`src/rtl/pit_pkg.sv`:
```
package pit_pkg;
  localparam int DATA_W = 32;
  localparam int PSC_W  = 12;
  localparam int IDX_W  = 3;
  localparam int SRC_W  = 2;

  // control bit positions
  localparam int CB_EN      = 0;
  localparam int CB_ENMODE  = 1;
  localparam int CB_IEN     = 2;
  localparam int CB_RELOAD  = 3;
  localparam int CB_PSC_LSB = 4;
  localparam int CB_SWRST   = 16;
  localparam int CB_OVWR    = 17;
  localparam int CB_SRC_LSB = 24;
  localparam int CB_TOP_LSB = 26;

  // register word indices
  localparam logic [IDX_W-1:0] IX_CTRL = 3'd0;
  localparam logic [IDX_W-1:0] IX_STAT = 3'd1;
  localparam logic [IDX_W-1:0] IX_LOAD = 3'd2;
  localparam logic [IDX_W-1:0] IX_CMP  = 3'd3;
  localparam logic [IDX_W-1:0] IX_CNT  = 3'd4;

  typedef enum logic [SRC_W-1:0] {
    SRC_NONE  = 2'd0,
    SRC_MAIN  = 2'd1,
    SRC_MAIN2 = 2'd2,
    SRC_SLOW  = 2'd3
  } src_e;
endpackage

```
`src/rtl/pit_regs.sv`:
```
module pit_regs
  import pit_pkg::*;
#(
  parameter int DW = DATA_W,
  parameter int IW = IDX_W
) (
  input  logic          clk,
  input  logic          rst_n,
  input  logic [IW-1:0] reg_sel,
  input  logic          reg_wr,
  input  logic [DW-1:0] reg_wdata,
  input  logic          evt,
  output logic [DW-1:0] ctrl_q,
  output logic [DW-1:0] load_q,
  output logic [DW-1:0] cmp_q,
  output logic          flag_q,
  output logic          swr,
  output logic          cnt_set,
  output logic [DW-1:0] cnt_set_val
);
  localparam logic [DW-1:0] ONES = {DW{1'b1}};
  localparam logic [DW-1:0] WMASK =
    ~(((ONES >> CB_TOP_LSB) << CB_TOP_LSB) | (DW'(1) << CB_SWRST));

  logic wr_ctrl, wr_stat, wr_load, wr_cmp, en_rise;
  logic [DW-1:0] ctrl_d, load_d, cmp_d;
  logic flag_d;
  logic ctrl_ce, load_ce, cmp_ce;

  always_comb begin
    wr_ctrl = reg_wr && (reg_sel == IX_CTRL);
    wr_stat = reg_wr && (reg_sel == IX_STAT);
    wr_load = reg_wr && (reg_sel == IX_LOAD);
    wr_cmp  = reg_wr && (reg_sel == IX_CMP);
    swr     = wr_ctrl && reg_wdata[CB_SWRST];
    en_rise = wr_ctrl && !swr && reg_wdata[CB_EN] && !ctrl_q[CB_EN]
              && !reg_wdata[CB_ENMODE];

    ctrl_ce = wr_ctrl;
    ctrl_d  = swr ? '0 : (reg_wdata & WMASK);

    load_ce = swr || wr_load;
    load_d  = swr ? ONES : reg_wdata;

    cmp_ce  = swr || wr_cmp;
    cmp_d   = swr ? '0 : reg_wdata;

    if (swr)          flag_d = 1'b0;
    else if (evt)     flag_d = 1'b1;
    else if (wr_stat) flag_d = 1'b0;
    else              flag_d = flag_q;

    cnt_set = swr || (wr_load && ctrl_q[CB_OVWR]) || en_rise;
    if (swr)          cnt_set_val = ONES;
    else if (wr_load) cnt_set_val = reg_wdata;
    else              cnt_set_val = load_q;
  end

  always_ff @(posedge clk or negedge rst_n) begin
    if (!rst_n) begin
      ctrl_q <= '0;
      load_q <= ONES;
      cmp_q  <= '0;
      flag_q <= 1'b0;
    end else begin
      if (ctrl_ce) ctrl_q <= ctrl_d;
      if (load_ce) load_q <= load_d;
      if (cmp_ce)  cmp_q  <= cmp_d;
      flag_q <= flag_d;
    end
  end

  // a status write alone clears the flag
  p_stat_clear_r10: assert property (@(posedge clk) disable iff (!rst_n)
    (wr_stat && !evt) |=> !flag_q);
  // a compare event sets the flag even against a status write
  p_evt_wins_r10: assert property (@(posedge clk) disable iff (!rst_n)
    (evt && !swr) |=> flag_q);
  // software reset restores register defaults
  p_swrst_r1: assert property (@(posedge clk) disable iff (!rst_n)
    swr |=> (ctrl_q == '0) && (&load_q) && (cmp_q == '0) && !flag_q);
  // reserved control bits never become set
  p_ctrl_top_r2: assert property (@(posedge clk) disable iff (!rst_n)
    wr_ctrl |=> (ctrl_q[DW-1:CB_TOP_LSB] == '0) && !ctrl_q[CB_SWRST]);
endmodule

```
`src/rtl/pit_prescale.sv`:
```
module pit_prescale
  import pit_pkg::*;
#(
  parameter int PW = PSC_W
) (
  input  logic             clk,
  input  logic             rst_n,
  input  logic             clr,
  input  logic             en,
  input  logic [SRC_W-1:0] src_sel,
  input  logic [PW-1:0]    psc,
  input  logic             tick_main,
  input  logic             tick_slow,
  output logic             ctick
);
  logic          src_tick;
  logic [PW-1:0] pre_q, pre_d;
  logic          pre_ce, at_end;

  always_comb begin
    unique case (src_e'(src_sel))
      SRC_NONE:  src_tick = 1'b0;
      SRC_MAIN,
      SRC_MAIN2: src_tick = tick_main;
      SRC_SLOW:  src_tick = tick_slow;
      default:   src_tick = 1'b0;
    endcase
    at_end = (pre_q >= psc);
    ctick  = en && src_tick && at_end;
    pre_ce = clr || (en && src_tick);
    if (clr || at_end) pre_d = '0;
    else               pre_d = pre_q + 1'b1;
  end

  always_ff @(posedge clk or negedge rst_n) begin
    if (!rst_n)      pre_q <= '0;
    else if (pre_ce) pre_q <= pre_d;
  end

  // a count step needs an enabled, selected tick
  p_step_needs_src_r6: assert property (@(posedge clk) disable iff (!rst_n)
    ctick |-> (en && ((src_sel == SRC_SLOW) ? tick_slow :
                      (src_sel != SRC_NONE) && tick_main)));
  // the phase counter stays idle without an enabled tick
  p_phase_hold_r5: assert property (@(posedge clk) disable iff (!rst_n)
    (!clr && !(en && src_tick)) |=> $stable(pre_q));
endmodule

```
`src/rtl/pit_count.sv`:
```
module pit_count
  import pit_pkg::*;
#(
  parameter int DW = DATA_W
) (
  input  logic          clk,
  input  logic          rst_n,
  input  logic          ctick,
  input  logic          reload_mode,
  input  logic [DW-1:0] load_val,
  input  logic [DW-1:0] cmp_val,
  input  logic          cnt_set,
  input  logic [DW-1:0] cnt_set_val,
  output logic [DW-1:0] cnt_q,
  output logic          evt
);
  logic [DW-1:0] cnt_d;
  logic          cnt_ce;

  always_comb begin
    evt    = ctick && (cnt_q == cmp_val);
    cnt_ce = cnt_set || ctick;
    if (cnt_set)  cnt_d = cnt_set_val;
    else if (evt) cnt_d = reload_mode ? load_val : {DW{1'b1}};
    else          cnt_d = cnt_q - 1'b1;
  end

  always_ff @(posedge clk or negedge rst_n) begin
    if (!rst_n)      cnt_q <= {DW{1'b1}};
    else if (cnt_ce) cnt_q <= cnt_d;
  end

  // no step and no load means the counter holds
  p_hold_r4: assert property (@(posedge clk) disable iff (!rst_n)
    (!ctick && !cnt_set) |=> $stable(cnt_q));
  // a plain step decrements by one
  p_decr_r5: assert property (@(posedge clk) disable iff (!rst_n)
    (ctick && !cnt_set && (cnt_q != cmp_val)) |=> (cnt_q == $past(cnt_q) - 1'b1));
  // periodic restart from the load value
  p_reload_r7: assert property (@(posedge clk) disable iff (!rst_n)
    (ctick && !cnt_set && (cnt_q == cmp_val) && reload_mode) |=> (cnt_q == $past(load_val)));
  // free-running wrap to all ones
  p_wrap_r8: assert property (@(posedge clk) disable iff (!rst_n)
    (ctick && !cnt_set && (cnt_q == cmp_val) && !reload_mode) |=> (&cnt_q));
endmodule

```
`src/rtl/pit_top.sv`:
```
module pit_top
  import pit_pkg::*;
#(
  parameter int DW = DATA_W,
  parameter int IW = IDX_W,
  parameter int PW = PSC_W
) (
  input  logic          clk,
  input  logic          rst_n,
  input  logic          tick_main,
  input  logic          tick_slow,
  input  logic [IW-1:0] reg_sel,
  input  logic          reg_wr,
  input  logic [DW-1:0] reg_wdata,
  output logic [DW-1:0] reg_rdata,
  output logic          irq
);
  logic [1:0]    rst_sync;
  logic          rst_s_n;
  logic [DW-1:0] ctrl_q, load_q, cmp_q, cnt_q, cnt_set_val;
  logic          flag_q, swr, cnt_set, evt, ctick;

  always_ff @(posedge clk or negedge rst_n) begin
    if (!rst_n) rst_sync <= 2'b00;
    else        rst_sync <= {rst_sync[0], 1'b1};
  end
  assign rst_s_n = rst_sync[1];

  pit_regs #(.DW(DW), .IW(IW)) u_regs (
    .clk(clk), .rst_n(rst_s_n), .reg_sel(reg_sel), .reg_wr(reg_wr),
    .reg_wdata(reg_wdata), .evt(evt), .ctrl_q(ctrl_q), .load_q(load_q),
    .cmp_q(cmp_q), .flag_q(flag_q), .swr(swr), .cnt_set(cnt_set),
    .cnt_set_val(cnt_set_val)
  );

  pit_prescale #(.PW(PW)) u_psc (
    .clk(clk), .rst_n(rst_s_n), .clr(swr), .en(ctrl_q[CB_EN]),
    .src_sel(ctrl_q[CB_SRC_LSB +: SRC_W]), .psc(ctrl_q[CB_PSC_LSB +: PW]),
    .tick_main(tick_main), .tick_slow(tick_slow), .ctick(ctick)
  );

  pit_count #(.DW(DW)) u_cnt (
    .clk(clk), .rst_n(rst_s_n), .ctick(ctick), .reload_mode(ctrl_q[CB_RELOAD]),
    .load_val(load_q), .cmp_val(cmp_q), .cnt_set(cnt_set),
    .cnt_set_val(cnt_set_val), .cnt_q(cnt_q), .evt(evt)
  );

  always_comb begin
    unique case (reg_sel)
      IX_CTRL: reg_rdata = ctrl_q;
      IX_STAT: reg_rdata = {{(DW-1){1'b0}}, flag_q};
      IX_LOAD: reg_rdata = load_q;
      IX_CMP:  reg_rdata = cmp_q;
      IX_CNT:  reg_rdata = cnt_q;
      default: reg_rdata = '0;
    endcase
  end

  assign irq = flag_q && ctrl_q[CB_IEN];

  // a write to the counter index alone leaves the counter alone
  p_cnt_ro_r12: assert property (@(posedge clk) disable iff (!rst_s_n)
    (reg_wr && (reg_sel == IX_CNT) && !ctick) |=> $stable(cnt_q));
  // the interrupt drops when its enable is cleared
  p_irq_gate_r11: assert property (@(posedge clk) disable iff (!rst_s_n)
    (reg_wr && (reg_sel == IX_CTRL) && !reg_wdata[CB_IEN]) |=> !irq);
endmodule

```
`config.mk`:
```
export PLATFORM = sky130hd
export DESIGN_NAME = pit_top
export DESIGN_NICKNAME = d
export VERILOG_FILES = /design/src/rtl/pit_pkg.sv /design/src/rtl/pit_regs.sv /design/src/rtl/pit_prescale.sv /design/src/rtl/pit_count.sv /design/src/rtl/pit_top.sv
export SDC_FILE = /design/constraint.sdc
export NUM_CORES = 1
export LEC_CHECK = 0
export BUFFER_PORTS_ARGS = -buffer_cell sky130_fd_sc_hd__clkbuf_2
export CAP_MARGIN = 20
export CORE_ASPECT_RATIO = 1.75
export CORE_MARGIN = 4
export CORE_UTILIZATION = 60
export CTS_BUF_LIST = sky130_fd_sc_hd__clkbuf_16
export DETAILED_ROUTE_END_ITERATION = 7
export PLACE_DENSITY = 0.8
export SYNTH_ARGS = -nofsm -noshare
export SYNTH_HDL_FRONTEND = slang
export SYNTH_SLANG_ARGS = --single-unit
export TNS_END_PERCENT = 5
```
`constraint.sdc`:
```
create_clock -name clk -period 12.4 [get_ports clk]
set_clock_uncertainty 0.1 [all_clocks]
set_input_delay 1.86 -clock clk [delete_from_list [all_inputs] [get_ports clk]]
set_output_delay 1.86 -clock clk [all_outputs]
set_load 0.1 [all_outputs]
```
==> impl_metrics.py <==
metrics = {
    "grt": {
        "grt_max_degree": 69,
        "grt_first_pass_wirelength_mm": 40.3,
        "antenna_found_initial": 0,
        "global_route.usage.total_pct": 33.9,
        "overflow": 0,
        "grt_pass1_vias": 7803,
    },
    "synthesis": {
        "netlist.top_cell.by_area": "dfrtp_1",
        "ys_top_cells_by_area": "dfrtp_1, dfstp_2, nand2_1",
        "synth_top_family_by_area": "simple AND/OR/NAND/NOR gates",
        "synth.net_count": 1057,
        "synthSimpleGateAreaFrac_pct": 23.9,
        "synth_warnings": 0,
        "synth-seq-area-share_pct": 42.8,
        "synth_fa_ha_area_share_pct": 2.46,
        "synthFlopType": "dfrtp_1",
        "cell_variety_after_synth": 61,
        "synth_top_cell_area_share_pct": 22.1,
        "postSynthCellCount": 1001,
        "synth_xor_area_share_pct": 6.24,
        "synthMuxAreaShare_pct": 1.24,
        "ys_async_sr_fraction_pct": 100,
        "yosys_register_bits": 136,
        "synthesis.area_mm2": 0.00815,
        "synth_compound_gate_area_share_pct": 18.5,
        "synthesis.area_per_instance_um2": 8.14,
        "edff_count_synth": 0,
    },
    "floorplan": {
        "chipWidth_um": 96.1,
        "floorplan.io_pins": 73,
        "initial_standard_cell_utilization_of_the_core_pct": 60.9,
        "design.core.area_mm2": 0.0134,
        "floorplan.die.height_um": 162,
        "number_of_rows_created_at_floorplan": 56,
        "dieArea_mm2": 0.0156,
    },
    "clock_tree": {
        "htree_num_levels": 4,
        "cts-root-buf": "clkbuf_16",
        "cts_hold_buffers": 0,
        "cts_buffers": 17,
        "tritoncts": "yes",
        "clock_latency_ps": 420,
        "tritoncts_num_sinks": 136,
        "maximum_count_of_clock_buffers_along_a_single_path": 2,
        "clkSlewWorstSetupHoldPaths_ps": 60,
        "cts-resized-gates": 0,
        "post-cts-setup-buffer-count": 0,
    },
    "setup_path": {
        "cpMostUsedCell": "clkbuf_2",
        "critical_path.slowest_cell": "clkbuf_2",
        "worst_path_fanout_max": 31,
        "worstPathCellList": "clkbuf_2 -> nor2_1 -> and2_1 -> buf_4 -> a22oi_1 -> nand2_1 -> clkbuf_2",
        "cp.arrival_ps": 3630,
        "timing.critical_path.to_type": "primary output",
        "setup.worst_path.start_class": "primary input",
        "timing_worst_setup_path_type": "in -> out",
        "cpPeakStageDelay_ps": 470,
        "worst-endpoint-required_ps": 10440,
    },
    "power": {
        "share_seq_of_total_power_pct": 42.3,
        "power_switching_share_pct": 36.5,
        "switching_power_uw": 602,
        "power.total_mw": 1.65,
        "vdd_drop_max_mv": 0.114,
        "powerDensity_mw_per_mm2": 180,
        "static-leakage-power_nw": 3.96,
        "combPwrFrac_pct": 25.6,
        "internal_power_mw": 1.05,
        "share_clk_of_total_power_pct": 32.1,
    },
    "drt": {
        "routedWlPerCell_um": 20.8,
        "dr_vias_cell": 6.43,
        "detail-route-antenna-nets": 0,
        "detail_route.first_pass.iterations": 5,
        "num_vias": 7812,
        "drt-initial-drc-count": 661,
        "drcViolationCount": 0,
        "drt-total-wl_mm": 25.3,
    },
    "finish": {
        "nets": 1083,
        "final_cell_count_without_fillers": 1214,
        "area.growth.synth_to_final_pct": 12.5,
        "final_common_cell": "nand2_1",
        "final_cell_mix": "nand2_1, a21oi_1, clkbuf_2, dfrtp_1, dfstp_2",
        "insertedDiodeCount": 0,
        "final_layout_size_suffix_gt1_share_pct": 19.8,
        "nFillCells": 1160,
    },
    "timing": {
        "timing.final.max_slew_violations": 0,
        "postLayoutSetupSlackWorst_ps": 6810,
        "setup_viol_count_final": 0,
        "finalHoldViolations": 0,
        "timing.final.crit_share_pct": 45.1,
        "grt_setup_unrepaired": "false",
        "slew_headroom_pct": 35.5,
        "timing.setup.tns_ps": 0,
        "worst_pin_slew_ps": 967,
        "layout_min_cycle_time_ps": 5590,
        "max_freq_mhz": 179,
    },
    "place": {
        "place_ws_ps": 6850,
        "place_hpwl_mm": 16.4,
        "placement.io_buffers": 72,
        "place.detailed.instances": 1182,
        "place.gp.congestion": 0.892,
    },
    "worst_hold_path": {
        "hold_path.class": "reg -> reg",
    },
    "run_status": {
        "outcome": "complete, no violations",
    },
    "flow_run": {
        "cap_violations": 0,
    },
}
-- area by class of cell --
class                           count  area [um2]  area share [%]
Clock inverter                     15         191            2.09
Clock buffer                       17         425            4.64
Multi-Input combinational cell    764        4290            46.8
Tap cell                          174         218            2.38
Inverter                           21        78.8           0.860
Sequential cell                   136        3490            38.1
Timing Repair Buffer               87         473            5.16
-- metrics by stage --
step           utilization, %  instance area (um2)  hold WS (ps)
6_report                 68.5                 9160           259
5_1_grt                  68.5                 9160           271
4_1_cts                  68.5                 9160           264
3_5_place_dp             63.8                 8540           244
3_3_place_gp             63.8                 8540           241
2_1_floorplan               -                 8150           231
-- critical path: cells and delay by family --
| family | cells | cell delay [ps] |
|---|---|---|
| AOI/OAI and AO/OA | 1 | 160 |
| buffers and inverters | 3 | 1130 |
| and+or+nand+nor | 3 | 490 |
-- flip-flops by register name, indices dropped and copies added (netlist names) --
register and flops:
u_regs.load_q 32, u_regs.flag_q 1, u_regs.ctrl_q 25, u_psc.pre_q 12, rst_sync 2, u_regs.cmp_q 32
u_cnt.cnt_q 32
-- path summary, 6_finish.rpt --
check	cells past startpoint	startpoint	slack [ps]	end
setup / recovery	7	reg_sel[0]	6810	reg_rdata[7]
hold / removal	0	rst_sync[0]	260	rst_sync[1]
setup reg to reg	9	u_regs.ctrl_q[24]	8720	u_cnt.cnt_q[29]
hold reg to reg	0	rst_sync[0]	260	rst_sync[1]
max in group asynchronous	1	rst_sync[1]	10430	u_regs.ctrl_q[7]
min in group asynchronous	0	rst_sync[1]	360	u_regs.cmp_q[18]
-- cell families (layout without fill, tap and decap cells) --
group	after synthesis	in the layout
AND/OR/NAND/NOR	441	441
AO/OA/AOI/OAI	238	238
flip-flops	136	136
buffers and inverters	101	140
XOR/XNOR	58	58
adder cells (fa/ha/maj)	16	16
multiplexers	10	10
other	1	1
-- routing by layer --
layer  vias up  track usage, %  part of all wire, %
met5         -               0                    0
met4         0            21.8                  6.7
met3       114            6.02                  8.4
met2       444            54.8                   49
met1      3718            40.5                   36
li1       3536               -                    -
-- cells in the mapped netlist, drive strengths merged (2+ instances only) --
| master | instances |
|---|---|
| and3 | 10 |
| clkbuf | 72 |
| nor4 | 8 |
| or3b | 2 |
| a311o | 2 |
| a31oi | 8 |
| or2 | 7 |
| a21o | 3 |
| nor3 | 24 |
| dfstp | 64 |
| nand3 | 35 |
| nor3b | 2 |
| inv | 20 |
| o211ai | 2 |
| a22o | 4 |
| o21ai | 46 |
| nand2 | 248 |
| and2 | 5 |
| nor2 | 63 |
| xnor2 | 50 |
| a211oi | 3 |
| o311ai | 16 |
| o31ai | 8 |
| or3 | 8 |
| nand4 | 15 |
| buf | 8 |
| ha | 16 |
| mux2i | 9 |
| a211o | 4 |
| a22oi | 50 |
| or4 | 6 |
| a21oi | 80 |
| nand2b | 5 |
| xor2 | 8 |
| dfrtp | 72 |
| o22ai | 2 |
-- power by group through the flow --
stage	clock network (mW)	registers [mW]	logic, mW
after floorplan	0	0.639	0.353
after global placement	0	0.697	0.407
after detailed placement	0	0.698	0.416
after CTS	0.535	0.693	0.421
after global routing	0.555	0.709	0.457
final	0.531	0.698	0.423
Power figures use the tool's default switching activity.
